File: src/rtl/wdt_pkg.sv
package wdt_pkg;
  parameter int unsigned PS_W = 3;

  // bit positions inside the control byte
  localparam int unsigned PS_LSB   = 5;
  localparam int unsigned BANK_BIT = 2;
  localparam int unsigned KICK_BIT = 1;
  localparam int unsigned EN_BIT   = 0;

  typedef struct packed {
    logic            enable;
    logic            kick;
    logic [PS_W-1:0] prescale;
  } wdtStrobe_t;
endpackage

File: src/rtl/wdt_ctrl.sv
module wdt_ctrl
  import wdt_pkg::*;
#(
  parameter int unsigned ADDR_W   = 8,
  parameter logic [ADDR_W-1:0] REG_ADDR = 8'h96
) (
  input  logic              clk,
  input  logic              rstN,
  input  logic [ADDR_W-1:0] sfrAddr,
  input  logic [7:0]        sfrWrData,
  input  logic              sfrWrEn,
  input  logic              instrStrobe,
  output logic [7:0]        sfrRdData,
  output logic              dpBankSel,
  output wdtStrobe_t        strobes
);
  logic            addrHit;
  logic            wrHit;
  logic            kickWrite;
  logic [PS_W-1:0] psReg;
  logic            bankReg;
  logic            kickBit;
  logic            enReg;

  assign addrHit   = (sfrAddr == REG_ADDR);
  assign wrHit     = addrHit & sfrWrEn;
  assign kickWrite = wrHit & sfrWrData[KICK_BIT];

  always_ff @(posedge clk or negedge rstN) begin
    if (!rstN) begin
      psReg   <= '0;
      bankReg <= 1'b0;
      enReg   <= 1'b0;
    end else if (wrHit) begin
      psReg   <= sfrWrData[PS_LSB +: PS_W];
      bankReg <= sfrWrData[BANK_BIT];
      enReg   <= sfrWrData[EN_BIT];
    end
  end

  // restart bit: set by a write of 1, dropped by the next instruction strobe
  always_ff @(posedge clk or negedge rstN) begin
    if (!rstN) begin
      kickBit <= 1'b1;
    end else if (kickWrite) begin
      kickBit <= 1'b1;
    end else if (instrStrobe) begin
      kickBit <= 1'b0;
    end
  end

  always_comb begin
    sfrRdData = '0;
    if (addrHit) begin
      sfrRdData[PS_LSB +: PS_W] = psReg;
      sfrRdData[BANK_BIT]       = bankReg;
      sfrRdData[KICK_BIT]       = kickBit;
      sfrRdData[EN_BIT]         = enReg;
    end
  end

  assign dpBankSel        = bankReg;
  assign strobes.enable   = enReg;
  assign strobes.kick     = kickWrite;
  assign strobes.prescale = psReg;

  AST_KICK_SELF_CLEAR: assert property (@(posedge clk) disable iff (!rstN)
    (kickBit && instrStrobe && !kickWrite) |=> !sfrRdData[KICK_BIT] || !addrHit);
  AST_KICK_SET: assert property (@(posedge clk) disable iff (!rstN)
    kickWrite |=> kickBit);
  AST_BANK_HOLD: assert property (@(posedge clk) disable iff (!rstN)
    !wrHit |=> $stable(dpBankSel));
endmodule

File: src/rtl/wdt_tick.sv
module wdt_tick #(
  parameter int unsigned TICK_DIV = 12000
) (
  input  logic clk,
  input  logic rstN,
  input  logic run,
  input  logic clear,
  output logic tick
);
  localparam int unsigned DIV_W = (TICK_DIV > 1) ? $clog2(TICK_DIV) : 1;
  localparam logic [DIV_W-1:0] DIV_LAST = DIV_W'(TICK_DIV - 1);

  logic [DIV_W-1:0] divCnt;
  logic             atLast;

  assign atLast = (divCnt == DIV_LAST);
  assign tick   = run & ~clear & atLast;

  always_ff @(posedge clk or negedge rstN) begin
    if (!rstN) begin
      divCnt <= '0;
    end else if (!run || clear || atLast) begin
      divCnt <= '0;
    end else begin
      divCnt <= divCnt + 1'b1;
    end
  end

  AST_DIV_IDLE: assert property (@(posedge clk) disable iff (!rstN)
    (!run || clear) |=> !tick || (TICK_DIV == 1));
endmodule

File: src/rtl/wdt_count.sv
module wdt_count
  import wdt_pkg::*;
#(
  parameter int unsigned BASE_TICKS = 16,
  parameter int unsigned RST_LEN    = 4
) (
  input  logic       clk,
  input  logic       rstN,
  input  wdtStrobe_t strobes,
  input  logic       tick,
  output logic       resetReq
);
  localparam int unsigned CNT_W = $clog2(BASE_TICKS) + (1 << PS_W);
  localparam int unsigned PL_W  = $clog2(RST_LEN + 1);

  logic [CNT_W-1:0] tickCnt;
  logic [CNT_W-1:0] limit;
  logic             expire;
  logic [PL_W-1:0]  pulseCnt;
  logic [PL_W:0]    highRun;

  assign limit  = CNT_W'(BASE_TICKS) << strobes.prescale;
  // ">=" lets a shortened period still expire after a code change
  assign expire = strobes.enable & ~strobes.kick & tick & (tickCnt >= limit - 1'b1);

  always_ff @(posedge clk or negedge rstN) begin
    if (!rstN) begin
      tickCnt <= '0;
    end else if (!strobes.enable || strobes.kick || expire) begin
      tickCnt <= '0;
    end else if (tick) begin
      tickCnt <= tickCnt + 1'b1;
    end
  end

  always_ff @(posedge clk or negedge rstN) begin
    if (!rstN) begin
      pulseCnt <= '0;
    end else if (expire) begin
      pulseCnt <= PL_W'(RST_LEN);
    end else if (pulseCnt != '0) begin
      pulseCnt <= pulseCnt - 1'b1;
    end
  end

  assign resetReq = (pulseCnt != '0);

  // checker state: consecutive high cycles of the request
  always_ff @(posedge clk or negedge rstN) begin
    if (!rstN) begin
      highRun <= '0;
    end else if (resetReq) begin
      highRun <= highRun + 1'b1;
    end else begin
      highRun <= '0;
    end
  end

  AST_DISABLED_IDLE: assert property (@(posedge clk) disable iff (!rstN)
    !strobes.enable |=> (tickCnt == '0));
  AST_KICK_CLEARS: assert property (@(posedge clk) disable iff (!rstN)
    strobes.kick |=> (tickCnt == '0));
  AST_REQ_FROM_EXPIRY: assert property (@(posedge clk) disable iff (!rstN)
    $rose(resetReq) |-> $past(expire));
  AST_NO_OVERFLOW: assert property (@(posedge clk) disable iff (!rstN)
    expire |=> (tickCnt == '0));
  AST_PULSE_WIDTH: assert property (@(posedge clk) disable iff (!rstN)
    resetReq |-> (highRun < (PL_W+1)'(RST_LEN)));
endmodule

File: src/rtl/wdt_block.sv
module wdt_block
  import wdt_pkg::*;
#(
  parameter int unsigned ADDR_W     = 8,
  parameter logic [ADDR_W-1:0] REG_ADDR = 8'h96,
  parameter int unsigned TICK_DIV   = 12000,
  parameter int unsigned BASE_TICKS = 16,
  parameter int unsigned RST_LEN    = 4
) (
  input  logic              clk,
  input  logic              rstN,
  input  logic [ADDR_W-1:0] sfrAddr,
  input  logic [7:0]        sfrWrData,
  input  logic              sfrWrEn,
  output logic [7:0]        sfrRdData,
  input  logic              instrStrobe,
  output logic              dpBankSel,
  output logic              resetReq
);
  wdtStrobe_t strobes;
  logic       tick;

  wdt_ctrl #(.ADDR_W(ADDR_W), .REG_ADDR(REG_ADDR)) u_ctrl (
    .clk(clk), .rstN(rstN), .sfrAddr(sfrAddr), .sfrWrData(sfrWrData),
    .sfrWrEn(sfrWrEn), .instrStrobe(instrStrobe), .sfrRdData(sfrRdData),
    .dpBankSel(dpBankSel), .strobes(strobes)
  );

  wdt_tick #(.TICK_DIV(TICK_DIV)) u_tick (
    .clk(clk), .rstN(rstN), .run(strobes.enable), .clear(strobes.kick),
    .tick(tick)
  );

  wdt_count #(.BASE_TICKS(BASE_TICKS), .RST_LEN(RST_LEN)) u_count (
    .clk(clk), .rstN(rstN), .strobes(strobes), .tick(tick),
    .resetReq(resetReq)
  );
endmodule

File: config.mk
export PLATFORM = sky130hd
export DESIGN_NAME = wdt_block
export DESIGN_NICKNAME = d
export VERILOG_FILES = /design/src/rtl/wdt_pkg.sv /design/src/rtl/wdt_ctrl.sv /design/src/rtl/wdt_tick.sv /design/src/rtl/wdt_count.sv /design/src/rtl/wdt_block.sv
export SDC_FILE = /design/constraint.sdc
export NUM_CORES = 1
export LEC_CHECK = 0
export BUFFER_PORTS_ARGS = -buffer_cell sky130_fd_sc_hd__clkbuf_2
export CAP_MARGIN = 20
export CELL_PAD_IN_SITES_DETAIL_PLACEMENT = 0
export CELL_PAD_IN_SITES_GLOBAL_PLACEMENT = 1
export CORE_MARGIN = 4
export CORE_UTILIZATION = 40
export DETAILED_ROUTE_END_ITERATION = 10
export PLACE_DENSITY_LB_ADDON = 0.2
export REMOVE_ABC_BUFFERS = 1
export SLEW_MARGIN = 20
export SYNTH_ARGS = -nofsm -noshare
export SYNTH_HDL_FRONTEND = slang
export SYNTH_SLANG_ARGS = --single-unit
export TNS_END_PERCENT = 5
File: constraint.sdc
create_clock -name clk -period 3.17 [get_ports clk]
set_clock_uncertainty 0.15 [all_clocks]
set_input_delay 0.317 -clock clk [delete_from_list [all_inputs] [get_ports clk]]
set_output_delay 0.317 -clock clk [all_outputs]
set_load 0.02 [all_outputs]
==> results.yml <==
synth:
  synth.distinct_cells: 39
  synth_fa_ha_area_frac: 0.07067
  synth-seq-cells: 35
  yosysTopAreaCell: "dfrtp_1"
  synthesis.area_um2: 2125
  syn_inst: 227
  synth.avg_cell_area_um2: 9.359
  synth-compound-area-share: 0.07656
  ys_seq_area_frac: 0.4128
  synth-xor-area-share: 0.07833
  yosysWarnings: 0
  yosys-top-cells-area: "dfrtp_1, ha_1, nand3_1"
  synth_top_family_by_area: "simple AND/OR/NAND/NOR gates"
  synth_ff_type: "dfrtp_1"
  async_flop_share: 1.000
  yosys.area_share.simple: 0.2850
  muxShareOfSynthArea: 0.03180
  synth-edff-count: 0
  synth_top_area_frac: 0.4005
sta:
  rsz0062_at_grt: "false"
  hold_viol_final: 9
  hold_ws_ps: -8.928
  min_period_ps: 2488
  worst_slew_pin_slew_ps: 887.0
  drv_slew: 0
  setup_violations: 0
  slew_headroom: 0.4086
  setup_ws_ps: 681.9
  finalCritPeriodShare: 0.7849
  max_clock_freq_ghz: 0.4019
layout:
  final_common_cell: "dfrtp_1"
  areaGrowthSynthToFinish_pct: 14.25
  drive_above_1_share: 0.1992
  diodes: 0
  final_nets: 287
  final.fill_count: 512
  layout_common_cells: "dfrtp_1, nor2_1, clkbuf_2"
global_routing:
  grt_pass1_wl_um: 7376
  grt_overflow_total: 0
  grt_max_degree: 36
  grt_use_total: 0.1453
  grt_pass1_vias: 1640
  grt_antenna_before_repair: 0
critical_path:
  cp_max_fo: 11
  path_class: "flip-flop to flip-flop"
  worst_ep_required_time_ps: 3170
  arrival_ps: 2490
  reg2reg_setup_slack_ps: 680
  start_kind: "flip-flop"
  end_kind: "flip-flop"
  critPathSlowestCell: "or4_4"
  crit_chain: "ha_1, or4b_4, or4_4, nand2_1, nor2_1"
  max_stage_delay_ps: 630
floorplanning:
  rows: 26
  die_area_um2: 6542
  die_w_um: 80.88
  core-area_um2: 5140
  io_pins: 30
  initial_core_util: 0.4133
  die_h_um: 80.88
cts:
  clk_pin_slew_ps: 70
  clock_sinks: 35
  hold_buffers: 0
  clockBufferDepth: 2
  numCtsBuffers: 5
  h-tree-depth: 2
  postCtsSetupBuffers: 0
  clkLatencyLatePin_ps: 280
  post_cts_resized: 0
  root_buffer: "clkbuf_8"
  cts_tree: "built"
job:
  cap_violations: 0
run_status:
  outcome: "complete, but fails checks"
  violations: "hold timing"
min_path:
  min_path_type: "input pin to async pin"
pwr:
  p_per_area_nw_per_um2: 354.6
  leakagePower_nw: 1.067
  finalPower_mw: 0.8609
  vdd_drop_max_mv: 0.1890
placed_design:
  gp_congestion: 0.7451
  dp_slack_ps: 646.1
  hpwlAfterDp_um: 3071
  portBuffers: 25
routing:
  vias_per_cell: 5.117
  firstDrtPassIters: 4
  drt_iter0_drc: 95
  via_count: 1668
  drc: 0
  routedWlPerCell_um: 12.94
  wl_um: 4220
  final_antenna_net_count: 0
synthesized netlist by cell type (3+ instances only):
master / instances
a21o_1: 3
a21oi_1: 9
and2_1: 4
buf_2: 4
dfrtp_1: 34
ha_1: 12
inv_1: 10
mux2_2: 6
nand2_1: 18
nand3_1: 24
nand4_1: 5
nor2_1: 28
nor3_1: 12
o21ai_0: 8
xnor2_1: 8
xor2_1: 11
layer usage:
metal	wire, um	GRT usage	up-vias
li1	-	-	845
met1	1980	0.1852	785
met2	1954	0.2406	34
met3	251	0.04102	4
met4	34	0.04054	0
met5	0	0	-
critical path, delay by kind of cell, from the launching register on:
family / cells / cell delay [ps]
adder cells (fa/ha/maj): 1 / 240
flip-flops: 1 / 390
AND/OR/NAND/NOR: 4 / 1570
area by class of cell:
| cell class | instances | area (um^2) | area share |
|---|---|---|---|
| Multi-Input combinational cell | 175 | 1177 | 0.4851 |
| Sequential cell | 35 | 877.1 | 0.3613 |
| Timing Repair Buffer | 28 | 147.6 | 0.06082 |
| Clock buffer | 8 | 100.1 | 0.04124 |
| Tap cell | 70 | 87.58 | 0.03608 |
| Inverter | 10 | 37.54 | 0.01546 |
state kept, by name (all words and copies together) (netlist names):
| signal | flops |
|---|---|
| u_ctrl.psReg | 3 |
| u_count.tickCnt | 12 |
| u_count.pulseCnt | 3 |
| u_ctrl.dpBankSel | 1 |
| u_ctrl.enReg | 1 |
| u_ctrl.kickBit | 1 |
| u_tick.divCnt | 14 |
per-stage QoR:
| stage | std cells | util | cell area, um^2 | TNS [ps] |
|---|---|---|---|---|
| floorplan | 220 | - | 2078 | -734.4 |
| global placement | 318 | 0.4528 | 2327 | 0 |
| detailed placement | 318 | 0.4528 | 2327 | 0 |
| CTS | 326 | 0.4722 | 2427 | 0 |
| global route | 326 | 0.4722 | 2427 | 0 |
| finish | 326 | 0.4722 | 2427 | 0 |
worst paths after layout:
| kind | from | end | depth (start not counted) |
|---|---|---|---|
| max | u_tick.divCnt[0] | u_tick.divCnt[3] | 5 |
| min | rstN | u_ctrl.psReg[2] | 1 |
| max reg2reg | u_tick.divCnt[0] | u_tick.divCnt[3] | 5 |
| min reg2reg | u_tick.divCnt[0] | u_tick.divCnt[0] | 1 |
| max in group asynchronous | rstN | u_tick.divCnt[3] | 1 |
| min in group clk | instrStrobe | u_ctrl.kickBit | 2 |
cell families (layout without fill, tap and decap cells):
logic type | count (synthesis) | after routing
AO/OA/AOI/OAI | 26 | 26
XOR/XNOR | 19 | 19
adder cells (fa/ha/maj) | 12 | 12
buffers and inverters | 18 | 46
flip-flops | 35 | 35
multiplexers | 6 | 6
other | 2 | 3
AND/OR/NAND/NOR | 109 | 109
power breakdown:
part / switching [mW] / internal, mW
Sequential: 0.00491 / 0.450
Clock: 0.157 / 0.198
Combinational: 0.0318 / 0.0185
Note: power is estimated with default switching activity, not from simulation.
